==> src/rtl/pkt_pool_mgr.sv <==
module pkt_pool_mgr #(
  parameter int NBUF = 4,
  localparam int IW = (NBUF > 1) ? $clog2(NBUF) : 1
) (
  input  logic            clk,
  input  logic            rst_n,
  input  logic            cmd_valid,
  input  logic [7:0]      cmd_byte,
  input  logic [IW-1:0]   pkt_sel,
  input  logic            tx_done,
  input  logic            rx_req,
  input  logic            ack_valid,
  input  logic [7:0]      ack_byte,
  input  logic            mask_we,
  input  logic [7:0]      mask_in,
  output logic [7:0]      alloc_result,
  output logic [NBUF-1:0] buf_map,
  output logic [7:0]      tx_head,
  output logic [7:0]      done_head,
  output logic [7:0]      rx_head,
  output logic [7:0]      status,
  output logic [7:0]      mask,
  output logic            irq,
  output logic            rx_ready
);

  localparam int CW = $clog2(NBUF + 1);
  localparam logic [7:0] NONE = 8'h80;
  localparam logic [CW-1:0] FULL = CW'(NBUF);

  typedef logic [NBUF-1:0][IW-1:0] q_t;

  q_t txq, dnq, rxq, n_txq, n_dnq, n_rxq;
  logic [CW-1:0] txn, dnn, rxn, n_txn, n_dnn, n_rxn;
  logic [NBUF-1:0] busy, n_busy;
  logic [7:0] alloc_r, n_alloc, stat, n_stat, mask_r;
  logic [2:0] op;
  logic rel_en, retry, pop_rx;
  logic [IW-1:0] rel_idx, head;
  logic [IW:0] pick;
  logic unused_low;

  assign op = cmd_byte[7:5];
  assign unused_low = ^cmd_byte[4:0];

  function automatic logic [IW:0] lowest_free(input logic [NBUF-1:0] b);
    logic [IW:0] r;
    r = '0;
    for (int i = NBUF - 1; i >= 0; i--)
      if (!b[i]) r = {1'b1, IW'(i)};
    return r;
  endfunction

  always_comb begin
    n_busy = busy;  n_alloc = alloc_r;  n_stat = stat;
    n_txq = txq;    n_dnq = dnq;        n_rxq = rxq;
    n_txn = txn;    n_dnn = dnn;        n_rxn = rxn;
    rel_en = 1'b0;  rel_idx = '0;  retry = 1'b0;  pop_rx = 1'b0;
    pick = '0;      head = '0;

    if (cmd_valid) begin
      case (op)
        3'd1: begin n_alloc = NONE; n_stat[3] = 1'b0; retry = 1'b1; end
        3'd2: begin
          n_busy = '0; n_txn = '0; n_dnn = '0; n_rxn = '0; n_alloc = '0;
        end
        3'd3: pop_rx = 1'b1;
        3'd4: begin
          if (rxn != '0) begin rel_en = 1'b1; rel_idx = rxq[0]; end
          pop_rx = 1'b1;
        end
        3'd5: if (int'(pkt_sel) < NBUF) begin rel_en = 1'b1; rel_idx = pkt_sel; end
        3'd6: if (txn < FULL) begin
          n_txq[txn[IW-1:0]] = pkt_sel;
          n_txn = txn + 1'b1;
        end
        3'd7: begin n_txn = '0; n_dnn = '0; end
        default: ;
      endcase
    end

    if (pop_rx) begin
      if (n_rxn != '0) begin
        n_rxq = n_rxq >> IW;
        n_rxn = n_rxn - 1'b1;
      end
      n_stat[0] = (n_rxn != '0);
    end

    if (rel_en) begin
      n_busy[rel_idx] = 1'b0;
      if (n_alloc == NONE) retry = 1'b1;
    end

    if (retry) begin
      pick = lowest_free(n_busy);
      if (pick[IW]) begin
        n_busy[pick[IW-1:0]] = 1'b1;
        n_alloc = 8'(pick[IW-1:0]);
        n_stat[3] = 1'b1;
      end
    end

    if (tx_done && n_txn != '0) begin
      head = n_txq[0];
      n_txq = n_txq >> IW;
      n_txn = n_txn - 1'b1;
      if (n_dnn < FULL) begin
        n_dnq[n_dnn[IW-1:0]] = head;
        n_dnn = n_dnn + 1'b1;
      end
    end

    if (rx_req) begin
      pick = lowest_free(n_busy);
      if (pick[IW] && n_rxn < FULL) begin
        n_busy[pick[IW-1:0]] = 1'b1;
        n_rxq[n_rxn[IW-1:0]] = pick[IW-1:0];
        n_rxn = n_rxn + 1'b1;
        n_stat[0] = 1'b1;
      end
    end

    if (ack_valid) begin
      n_stat = n_stat & ~(ack_byte & 8'hD6);
      if (ack_byte[1] && n_dnn != '0) begin
        n_dnq = n_dnq >> IW;
        n_dnn = n_dnn - 1'b1;
      end
    end

    if (n_txn == '0) n_stat[2] = 1'b1;
    if (n_dnn != '0) n_stat[1] = 1'b1;
  end

  always_ff @(posedge clk) begin
    if (!rst_n) begin
      busy <= '0;  alloc_r <= '0;  stat <= 8'h04;  mask_r <= '0;
      txq <= '0;   dnq <= '0;      rxq <= '0;
      txn <= '0;   dnn <= '0;      rxn <= '0;
    end else begin
      busy <= n_busy;  alloc_r <= n_alloc;  stat <= n_stat;
      txq <= n_txq;    dnq <= n_dnq;        rxq <= n_rxq;
      txn <= n_txn;    dnn <= n_dnn;        rxn <= n_rxn;
      if (mask_we) mask_r <= mask_in;
    end
  end

  assign alloc_result = alloc_r;
  assign buf_map      = busy;
  assign tx_head      = (txn == '0) ? NONE : 8'(txq[0]);
  assign done_head    = (dnn == '0) ? NONE : 8'(dnq[0]);
  assign rx_head      = (rxn == '0) ? NONE : 8'(rxq[0]);
  assign status       = stat;
  assign mask         = mask_r;
  assign irq          = |(stat & mask_r);
  assign rx_ready     = ~&busy && (rxn < FULL);

endmodule


==> config.mk <==
export PLATFORM = sky130hd
export DESIGN_NAME = pkt_pool_mgr
export DESIGN_NICKNAME = d
export VERILOG_FILES = /design/src/rtl/pkt_pool_mgr.sv
export SDC_FILE = /design/constraint.sdc
export NUM_CORES = 1
export LEC_CHECK = 0
export BUFFER_PORTS_ARGS = -buffer_cell sky130_fd_sc_hd__buf_2
export CORE_MARGIN = 5
export CORE_UTILIZATION = 54
export CTS_CLUSTER_SIZE = 10
export DETAILED_ROUTE_END_ITERATION = 12
export MAX_ROUTING_LAYER = met4
export PLACE_DENSITY = 0.89
export SLEW_MARGIN = 20
export SYNTH_ARGS = -nofsm -noshare
export SYNTH_HDL_FRONTEND = slang
export SYNTH_SLANG_ARGS = --single-unit
export TNS_END_PERCENT = 1
==> constraint.sdc <==
create_clock -name clk -period 5.75 [get_ports clk]
set_input_delay 0.8625 -clock clk [delete_from_list [all_inputs] [get_ports clk]]
set_output_delay 0.8625 -clock clk [all_outputs]
set_load 0.05 [all_outputs]
## After elaboration in Yosys (flattened, before gate mapping)

Index checks and enable logic that the tools add are counted.

- Flip-flop bits (word level): 61
- Input bits: 33

- Add/subtract/negate cells: 6
- Magnitude comparators: 16
- Equality and inequality tests: 8
- Mux-type cells: 89
- Bitwise operators: 8
- Reduce and logical (&&, ||, !) cells: 28

Operator list:

| kind | count |
|---|---|
| 8-bit 2-to-1 mux | 17 |
| 3-bit 2-to-1 mux | 26 |
| 4-bit 2-to-1 mux | 8 |
| 8-bit bitwise mux | 3 |
| 1-bit 2-to-1 mux | 19 |
| 2-bit by 3-bit less-than comparator with 1-bit output, second input constant | 6 |
| 3-bit nonzero test | 6 |
| 8-bit bitwise AND | 2 |
| 8-bit case mux with 2 select lines | 1 |
| 2-bit demux with 2-bit select | 3 |
| 3-bit equality test, second input constant | 4 |
| 2-bit by 1-bit greater-or-equal comparator with 1-bit output, second input constant | 6 |
| 3-bit logical NOT | 4 |
| 3-bit less-than comparator, second input constant | 4 |
| 1-bit logical AND | 10 |
| 2-bit 2-to-1 mux | 5 |
| 3-bit by 1-bit adder with 3-bit output, second input constant | 3 |
| 3-bit by 1-bit subtractor with 3-bit output, second input constant | 3 |
| 8-bit equality test, second input constant | 1 |
| 8-bit inverter | 1 |
| 4-bit bitwise OR | 2 |
| 2-bit OR reduction | 4 |
| 8-bit OR reduction | 1 |
| 1-bit demux with 2-bit select | 3 |
| other kinds (12) | 13 |

## Depth between registers and ports, before layout

Gate-level depths: netlist of the first run.

- Word-level depth: 35
- Depth in mapped cells: 19
- Mapped depth without buffers: 17

## Worst setup path after synthesis of the first run

Ideal clock, no wire load.

- Kind: input to register
- Start point: input port cmd_valid
- End point: register stat[1] (netlist: status[1])
- Setup time: 0.132 ns
- Arrival: 4.176 ns
- Data required time: 5.618 ns
- Path slack: 1.442 ns
- Stages: 19
- Path buffers: 3
- Path through: buf_2 > inv_1 > or3_1 > o21ai_0 > a22oi_1 > ha_1 > ha_1 > nand2b_1 > clkbuf_1 > a21oi_1 > xnor2_1 > inv_1 > ha_1 > ha_1 > or2_2 > buf_1 > mux2i_1 > a21oi_1 > a21oi_1

- Longest elaborated chain between the ends: 10

RTL lines:

| item | RTL line | text |
|---|---|---|
| start, declared | 7 | `input logic cmd_valid,` |
| 3-bit 2-to-1 mux | 61 | `if (cmd_valid) begin` |
| 3-bit by 1-bit adder with 3-bit output, or another cell as far along | 110 | `n_dnn = n_dnn + 1'b1;` |
| 3-bit 2-to-1 mux / 1-bit logical AND (equally long branches) | 108, 104 |  |
| 3-bit 2-to-1 mux (*) | 104 | `if (tx_done && n_txn != '0) begin` |
| branches (longest 3 deep; another with 3-bit by 1-bit subtractor with 3-bit output) | -- |  |
| 3-bit 2-to-1 mux (*) | 124 | `if (ack_valid) begin` |
| 3-bit nonzero test (*) | 133 | `if (n_dnn != '0) n_stat[1] = 1'b1;` |
| 1-bit 2-to-1 mux / 2-bit nonzero test (equally long branches) | -- |  |
| end signal, assigned | 142 | `busy <= n_busy; alloc_r <= n_alloc; stat <= n_stat;` |
| end, declared | 36 | `logic [7:0] alloc_r, n_alloc, stat, n_stat, mask_r;` |

Every way passes the cells marked *.
A chain may end at the register's enable or synchronous reset.

## Worst setup path in the final report of the first run

- Start point: input port cmd_byte[6]
- End point: register dnq[5] (netlist bit)

- Longest elaborated chain between the ends: 13

RTL lines:

| item | RTL line | text |
|---|---|---|
| start, declared | 8 | `input logic [7:0] cmd_byte,` |
| 3-bit by 2-bit equality test with 1-bit output / 3-bit equality test (equally long branches) | 62 | `case (op)` |
| 2-bit OR reduction (no source line) | -- |  |
| 3-bit 2-to-1 mux | 62 |  |
| 3-bit 2-to-1 mux | 61 |  |
| 2-bit by 3-bit less-than comparator with 1-bit output (not written as such) / 2-bit by 1-bit greater-or-equal comparator with 1-bit output (equally long branches) | 109 | `n_dnq[n_dnn[IW-1:0]] = head;` |
| 1-bit logical AND (not written as such) | 109 |  |
| 2-bit 2-to-1 mux (not written as such) | 109 |  |
| 2-bit demux with 2-bit select | 109 |  |
| 8-bit bitwise mux | 109 |  |
| 8-bit 2-to-1 mux | 108 | `if (n_dnn < FULL) begin` |
| 8-bit 2-to-1 mux | 104 |  |
| 8-bit 2-to-1 mux | 126 | `if (ack_byte[1] && n_dnn != '0) begin` |
| 8-bit 2-to-1 mux (*) | 124 |  |
| end signal, assigned | 143 | `txq <= n_txq; dnq <= n_dnq; rxq <= n_rxq;` |
| end, declared | 33 | `q_t txq, dnq, rxq, n_txq, n_dnq, n_rxq;` |

Mark *: on every way between the ends. The rest lies on a longest branch, timed or not.

==> results of run 1 <==
-- logic make-up (layout without fill, tap and decap cells) --
kind of cell,Yosys count,count (layout),synth area share [%]
AOI/OAI and AO/OA,77,77,15.7
xor gates and xnor gates,4,4,1.00
adders and majority gates,19,19,6.81
buffers and inverters,54,99,7.66
DFF,60,60,34.4
muxes,45,45,13.3
other,1,16,0.107
and+or+nand+nor,150,150,21.1
-- worst reg2reg max path: stages, from the launching register on --
cell and delay (ns):
dfxtp_1 0.44, inv_1 0.10, ha_1 0.29, nand3_1 0.07, o21ai_0 0.20, a22oi_1 0.12, ha_1 0.20, ha_1 0.21
nand2b_1 0.30, a21oi_1 0.48, xnor2_1 0.25, inv_1 0.11, ha_1 0.22, ha_1 0.21, nor2_1 0.40, mux2_2 0.39
nor2_1 0.08
-- path summary, 6_finish.rpt --
kind	start	to	cells past startpoint
max reg2reg	txn[0]$_SDFF_PN0_	dnq[5]$_SDFF_PN0_	16
max	cmd_byte[6]	dnq[5]$_SDFF_PN0_	16
min	alloc_result[5]$_SDFF_PN0_	alloc_result[5]$_SDFF_PN0_	2
min reg2reg	alloc_result[5]$_SDFF_PN0_	alloc_result[5]$_SDFF_PN0_	2
-- power groups by stage --
| stage | logic (mW) | registers (mW) | clock network, mW |
|---|---|---|---|
| CTS | 0.669 | 0.517 | 0.477 |
| detailed placement | 0.665 | 0.525 | 0 |
| global route | 0.733 | 0.525 | 0.499 |
| finish | 0.669 | 0.519 | 0.470 |
| global placement | 0.631 | 0.523 | 0 |
| floorplan | 0.498 | 0.554 | 0 |
-- cell usage in the layout, fill, tap and decap left out, types with 2 or more instances in the layout --
master and count:
a211oi_1 3, a21oi_1 23, a22oi_1 5, a2bb2oi_1 2
a31oi_1 5, and2_1 8, and3_1 6, buf_2 62
bufinv_16 3, clkbuf_8 10, conb_1 16, dfxtp_1 60
ha_1 19, inv_1 21, mux2_2 11, mux2i_1 34
nand2_1 45, nand2b_1 5, nand3_1 12, nand4_1 3
nand4b_1 2, nor2_1 43, nor2b_1 8, nor3_1 6
nor3b_1 2, o21ai_0 10, o22ai_1 2, o2bb2ai_1 8
o31ai_1 2, or2_2 2, xnor2_1 2, xor2_1 2
-- area by class of cell --
| class | count | share of cell area, % |
|---|---|---|
| Inverter | 21 | 1.96 |
| Multi-Input combinational cell | 311 | 51.8 |
| Tap cell | 77 | 2.40 |
| Timing Repair Buffer | 62 | 7.73 |
| Clock buffer | 10 | 3.43 |
| Clock inverter | 6 | 2.77 |
| Sequential cell | 60 | 29.9 |
-- synth_stat cells, drive strengths merged (2+ instances only) --
library cell,n,area share [%]
dfxtp,60,34
nand2,45,4.8
nor2,44,4.8
mux2i,34,9.7
a21oi,24,3.5
buf,21,4.1
inv,21,2.3
ha,19,6.8
clkbuf,12,1.3
nand3,12,1.7
mux2,11,3.5
o21ai,10,1.4
and2,8,1.4
nor2b,8,1.4
o2bb2ai,8,2.0
and3,6,1.1
nor3,6,0.86
a22oi,5,1.1
a31oi,5,0.90
nand2b,5,0.90
a211oi,4,1.0
nand4,3,0.54
o31ai,3,1.0
a2bb2oi,2,0.50
nand4b,2,0.50
nor3b,2,0.43
nor4,2,0.79
o22ai,2,0.36
o311ai,2,0.72
or2,2,0.36
xnor2,2,0.50
xor2,2,0.50
-- layer usage --
metal / vias to the layer above / routed length, um
li1: 1512 / -
met3: 13 / 580
met2: 130 / 3960
met5: - / 0
met1: 1453 / 3480
met4: 0 / 153
-- per-stage QoR --
step           hold WS (ns)  instance area [sq um]  utilization [%]  total power [mW]  cells
2_1_floorplan         0.429                   3550                -              1.05    425
3_3_place_gp          0.432                   3770             59.7              1.15    531
3_5_place_dp          0.433                   3770             59.7              1.19    531
4_1_cts               0.443                   4020             63.6              1.66    547
5_1_grt               0.474                   4020             63.6              1.76    547
6_report              0.442                   4020             63.6              1.66    547
-- sequential cells by signal, indices dropped and copies added (netlist names) --
register and count:
buf_map 4, rxq 8, rxn 3, txq 8
txn 3, status 7, dnq 8, alloc_result 8
mask 8, dnn 3
==> metrics.md, run 1 <==
| Metric | Value |
|---|---|
| Status | completed |
| Endpoints failing hold | 0 |
| Post-CTS sizing | 0 |
| Hold Crit Class | reg -> reg |
| GR Layer Usage met2 | roughly a third |
| Die extent in x | between 90 and 100 um |
| Clock Sink Count | 60 |
| Internal | about 990 uW |
| RD Place Congestion | 0.962 |
| Instance count of the mapped netlist | 410 |
| Routed Antenna Nets | 0 |
| Dominant synthesized flop cell | dfxtp_1 |
| Crit-path leading delay family | simple AND/OR/NAND/NOR gates |
| Initial antenna violation count | 0 |
| Htree depth | 3 |
| Largest net degree at the start of global routing | 31 |
| CTS clk-pin slew, worst paths | 0.07 ns |
| EDFF count, synth | 0 |
| Detailed-placement wirelength estimate | 6160 um |
| Final #Nets | 517 |
| 1st-pass router iterations | 5 |
| Yosys cell types | 58 |
| Max Cap Violations | 0 |
| Vias per cell | 5.68 |
| Sequential Power Share | around 31% |
| Crit path max-delay cell type | a21oi_1 |
| Crit path top cell by count | ha_1 |
| Wirelength, routed | ~8200 um |
| Power Dens Cells | roughly 410 nW/um^2 |
| Cell Rows | 29 |
| Pre-CTS setup slack | 0.899 ns |
| Final Cycle Share | 78.5% |
| Relative slew slack | a little over a quarter |
| Post-CTS setup repair buffer count | 0 |
| Wirelength per Cell | approximately 15 um |
| Switch share | 40.1% |
| Crit path buf inv count | 3 |
| Setup TNS | 0 ns |
| Layout cells sized above 1 | about a fifth |
| CP Cell Sequence | buf_2 > inv_1 > or3_1 > o21ai_0 > a22oi_1 > ha_1 > ha_1 > nand2b_1 > a21oi_1 > xnor2_1 > inv_1 > ha_1 > ha_1 > nor2_1 > mux2_2 > nor2_1 |
| Core area | between 6000 and 7000 sq um |
| Die area | 8180 sq um |
| Worst stage delay on the critical path | around 0.48 ns |
| Top Usage Layer GRT | met2 |
| Setup slack, reg-to-reg | 1.61 ns |
| GR Layer Usage met3 | 5.00% |
| Top Ports | 87 |
| Finish-stage setup viols | 0 |
| YS warnings | 0 |
| Synth Cell Area | around 3500 sq um |
| Sequential share of the synthesized area | 34.4% |
| Worst Setup Start Kind | primary input |
| Setup Skew | 0.00829 ns |
| Root Driver | clkbuf_8 |
| Async set-reset flop share out of synthesis | 0% |
| # DRC | 0 |
| Multi-input gate area | 2080 sq um |
| Vias in the first global route | ~3k |
| Later-pin clock latency in the skew report | 0.35 ns |
| Count of final max-slew check failures | 0 |
| Leakage | ~1.9 nW |
| Starting density of the core | 55.3% |
| Total CTS buffers | 9 |
| Register area | between 1000 and 1500 sq um |
| # hold bufs at CTS | 0 |
| PnR worst setup slack | roughly 1.2 ns |
| Syn avg cell area | around 8.5 sq um |
| Via count | approximately 3.1k |
| Clock tree buffer depth | 2 |
| Max Clk Rate | about 220 MHz |
| Peak supply drop | between 200 and 300 uV |
| Grt total ovfl | 0 |
| Least-Margin Pin Slew | between 1 and 1.5 ns |
| Grt met1 use | between 20 and 25% |
| Fillcell total | around 530 |
| Crit path kind | in -> reg |
| GRT Total Usage | between 20% and 30% |
| DR iter-0 viols | between 150 and 200 |
| Diode count | 0 |
| Crit path DAT | 4.79 ns |
| Min cycle time layout | ~4.5 ns |
| Clk network pwr share | 28.4% |
| CP required | between 6 and 7 ns |
| Comb pwr share | 40.3% |
| CP max FO | 15 |
| NetSw | 665 uW |
| First-pass GRT wire length | 13700 um |
| Die Y | approximately 90 um |
| Kind of end point of the critical path | flop |
| CTS tree | built |
| RSZ-0062 raised after global routing | false |
| Port Buffers | 62 |
| Layout area overhead | 15.0% |
| Synth Register Bits | 60 |
Power figures use the tool's default switching activity.
==> run 2, diff against run 1 <==
--- a/config.mk
+++ b/config.mk
@@ -5,13 +5,14 @@
 export SDC_FILE = /design/constraint.sdc
 export NUM_CORES = 1
 export LEC_CHECK = 0
+export ABC_AREA = 1
 export BUFFER_PORTS_ARGS = -buffer_cell sky130_fd_sc_hd__buf_2
 export CORE_MARGIN = 5
-export CORE_UTILIZATION = 54
+export CORE_UTILIZATION = 48
 export CTS_CLUSTER_SIZE = 10
 export DETAILED_ROUTE_END_ITERATION = 12
 export MAX_ROUTING_LAYER = met4
-export PLACE_DENSITY = 0.89
+export PLACE_DENSITY = 0.84
 export SLEW_MARGIN = 20
 export SYNTH_ARGS = -nofsm -noshare
 export SYNTH_HDL_FRONTEND = slang
==> constraint.sdc (replaced) <==
create_clock -name clk -period 3.7 [get_ports clk]
set_input_delay 0.555 -clock clk [delete_from_list [all_inputs] [get_ports clk]]
set_output_delay 0.555 -clock clk [all_outputs]
set_load 0.05 [all_outputs]
==> run 2 against run 1 <==
Sequential power is 48% higher. Largest cell class unchanged. Combinational power increased by 42%. Core utilization is 4.8 points lower.
==> metrics.md, run 2 <==
| Metric | Value |
|---|---|
| Status | completed |
| Wirelength per Cell | 12.5 um (-16%) |
| Finish-stage setup viols | 0 (unchanged) |
| Instance count of the mapped netlist | 481 (+17%) |
| R2R Path End | status[1]$_SDFFE_PN0P_ |
| Layout area overhead | 21.8% |
| Fillcell total | 673 (+28%) |
| Synth top cells by count | 87 x nand2_1, 74 x nor2_1, 60 x dfxtp_1 |
| Endpoints failing hold | 0 (unchanged) |
| Clk network pwr share | 27.2% (-1.2 points) |
| # hold bufs at CTS | 0 (unchanged) |
| YS warnings | 0 (unchanged) |
| Grt total ovfl | 0 (unchanged) |
| GRT Total Usage | 20.1% (-0.44 points) |
| Crit path DAT | 3.73 ns (-1.06 ns) |
| Crit path top cell by count | ha_1 |
| Placed inst area | 3960 sq um (+5.0%) |
| Layout cells sized above 1 | 27.9% (+6.9 points) |
| Root Driver | clkbuf_8 |
| CP max FO | 4 (-11) |
| Min cycle time layout | between 3 and 4 ns |
| Hold Crit Class | in -> reg |
| Detailed-placement wirelength estimate | 6380 um (+3.6%) |
| NetSw | 947 uW (+42%) |
| Crit-path leading delay family | adder cells |
| Via count | 3413 (+9.8%) |
| Largest net degree at the start of global routing | 28 (-9.7%) |
| Initial antenna violation count | 0 (unchanged) |
| Top cell type's share of synthesized area | 34.8% (+0.44 points) |
| Synth Cell Area | 3450 sq um (-1.3%) |
| Worst Setup Start Kind | flop |
| Overall Power | 2.36 mW (+42%) |
| Routed Antenna Nets | 0 (unchanged) |
| Crit path depth | 20 (+4) |
| Reg2reg path depth | 20 (+4) |
| Cell Rows | 31 (+6.9%) |
| Worst stage delay on the critical path | 0.38 ns (-0.10 ns) |
| Setup Skew | 0.00693 ns (-0.00136 ns) |
| Final Cycle Share | 94.5% |
| Fin cells | 672 (+23%) |
| CP required | 3.94 ns (-2.09 ns) |
| Htree depth | 3 (unchanged) |
| Setup slack, reg-to-reg | 0.21 ns (-1.40 ns) |
| EDFF count, synth | 0 (unchanged) |
| Vias in the first global route | 3272 (+7.7%) |
| Synth top area cells | dfxtp_1 35%, nand2_1 9.5%, nor2_1 8.1%, ha_1 6.9%, inv_1 5.4% |
| Worst R2R Start | txn[0]$_SDFF_PN0_ |
| Dominant synthesized flop cell | dfxtp_1 |
| Later-pin clock latency in the skew report | 0.35 ns (about the same) |
| Count of final max-slew check failures | 0 (unchanged) |
| Async set-reset flop share out of synthesis | 0% (unchanged) |
| Top cell type by total area after synthesis | dfxtp_1 |
| Max Cap Violations | 0 (unchanged) |
| Total CTS buffers | 9 (unchanged) |
| Clock tree buffer depth | 2 (unchanged) |
| Setup TNS | 0 ns (unchanged) |
| Synth Register Bits | 60 (unchanged) |
| First-pass GRT wire length | 13900 um (+1.4%) |
| Comb pwr share | 40.2% (about the same) |
| Register area | 1200 sq um (+0.21%) |
| CTS tree | built |
| Die extent in x | 94.8 um (+4.8%) |
| DR iter-0 viols | 122 (-33%) |
| Internal | 1.42 mW (+42%) |
| # DRC | 0 (unchanged) |
| Clock Sink Count | 60 (unchanged) |
| Power Dens Cells | 562 nW/um^2 (+36%) |
| 1st-pass router iterations | 5 (unchanged) |
| CP endpoint | status[1]$_SDFFE_PN0P_ |
| Fin util | 58.9% (-4.8 points) |
| Syn avg cell area | 7.17 sq um (-16%) |
| Dpl cells | 655 (+23%) |
| Core area | 7140 sq um (+13%) |
| Wirelength, routed | 8420 um (+3.0%) |
| Count leader, synth | nand2_1 |
| Crit path max-delay cell type | dfxtp_2 |
| Port Buffers | 62 (unchanged) |
| CTS clk-pin slew, worst paths | 0.07 ns (about the same) |
| Switch share | 40.1% (about the same) |
| Leakage | 1.96 nW (+5.0%) |
| Max Clk Rate | about 290 MHz |
| Final Cell Area | 4200 sq um (+4.6%) |
| Crit path kind | reg -> reg |
| Crit path buf inv count | 5 (+2) |
| Kind of end point of the critical path | flop |
| Yosys cell types | 43 (-26%) |
| Vias per cell | 5.08 (-11%) |
| Die Y | 94.8 um (+4.8%) |
| Peak supply drop | 417 uV (+50%) |
| Commonest non-fill, non-tap cells in the layout | 87 x nand2_1, 72 x nor2_1, 62 x buf_2 |
| Crit path launch | txn[0]$_SDFF_PN0_ |
| Starting density of the core | 48.3% (-7.0 points) |
| Top Ports | 87 (unchanged) |
| Sequential Power Share | 32.6% (+1.3 points) |
| Commonest non-fill, non-tap cell in the layout | nand2_1 |
| RD Place Congestion | 0.876 (-8.9%) |
| CP Cell Sequence | inv_2 > ha_1 > nand3_1 > o21ai_0 > inv_1 > o22ai_2 > inv_1 > ha_1 > ha_2 > nor2_4 > inv_1 > a21o_2 > xor2_2 > ha_1 > ha_1 > nor3_4 > nor2_2 > inv_2 > o22ai_1 > or3_1 |
| Final #Nets | 620 (+20%) |
| Die area | 8980 sq um (+9.8%) |
| Sequential share of the synthesized area | 34.8% (+0.44 points) |
| Multi-input gate area | 1960 sq um (-5.7%) |
| Diode count | 0 (unchanged) |
[run 2: changes by cell type in the layout (fill, tap and decap cells not counted), sizes merged, moves of 11 or more]
| cell | previous run | this run |
|---|---|---|
| o21ai | 10 | 40 |
| mux2i | 34 | 1 |
| buf | 62 | 82 |
| nand2 | 45 | 103 |
| o22ai | 2 | 13 |
| nor2 | 44 | 85 |
| mux2 | 11 | 0 |
| nand3 | 12 | 26 |
| inv | 21 | 60 |
[run 2: cell families (layout without fill, tap and decap cells)]
logic type               count (synthesis)  count (layout)  share of synthesized area [%]
flip-flops                              60              60                           34.8
XOR/XNOR                                 4               4                           1.23
multiplexers                             1               1                          0.290
AND/OR/NAND/NOR                        221             221                           30.0
buffers and inverters                   82             159                           10.8
AO/OA/AOI/OAI                           93              93                           15.8
adder cells (fa/ha/maj)                 19              19                           6.89
other                                    1              16                          0.109
[run 2: power groups by stage]
stage / logic [mW] / clock network [mW] / registers (mW)
final: 0.950 / 0.643 / 0.770
after global routing: 1.06 / 0.690 / 0.777
after CTS: 0.933 / 0.654 / 0.765
after detailed placement: 0.926 / 0 / 0.780
after global placement: 0.897 / 0 / 0.777
after floorplan: 0.640 / 0 / 0.834
[run 2: per-layer routing]
| metal | up-vias | wire length, um | track usage [%] |
|---|---|---|---|
| met5 | - | 0 | - |
| li1 | 1698 | - | - |
| met4 | 0 | 73 | 6.73 |
| met3 | 7 | 607 | 5.82 |
| met1 | 1589 | 3460 | 22.1 |
| met2 | 119 | 4280 | 34.9 |
[run 2: final cells by class]
cell class              instances  area share (%)
inverters                      61            5.45
multi-input cells             354            46.7
clock buffers                  13            4.26
well taps                      99            2.95
clock inverters                 3            1.01
flip-flops and latches         60            28.7
repair buffers                 82            11.0
[run 2: how the worst min path moves through the flow]
stage                               startpoint                         end  depth (start not counted)
floorplan                    txq[6]$_SDFF_PP0_           txq[6]$_SDFF_PP0_                          2
global placement    alloc_result[3]$_SDFF_PN0_  alloc_result[3]$_SDFF_PN0_                          2
detailed placement      status[4]$_SDFFE_PN0P_      status[4]$_SDFFE_PN0P_                          2
CTS                                ack_byte[7]      status[7]$_SDFFE_PN0P_                          2
global route                       ack_byte[6]      status[6]$_SDFFE_PN0P_                          2
finish                             ack_byte[7]      status[7]$_SDFFE_PN0P_                          2
[run 2: metrics by stage]
step,setup slack [ns],hold WS [ns]
2_1_floorplan,0.0248,0.446
3_3_place_gp,0.0205,0.433
3_5_place_dp,-0.115,0.442
4_1_cts,0.0178,0.350
5_1_grt,-0.0227,0.362
6_report,0.205,0.370
[run 2: what timing repair did]
item                       in CTS  in global routing
setup endpoints to repair       0                  9
setup buffers                   0                  1
resized for setup               0                  8
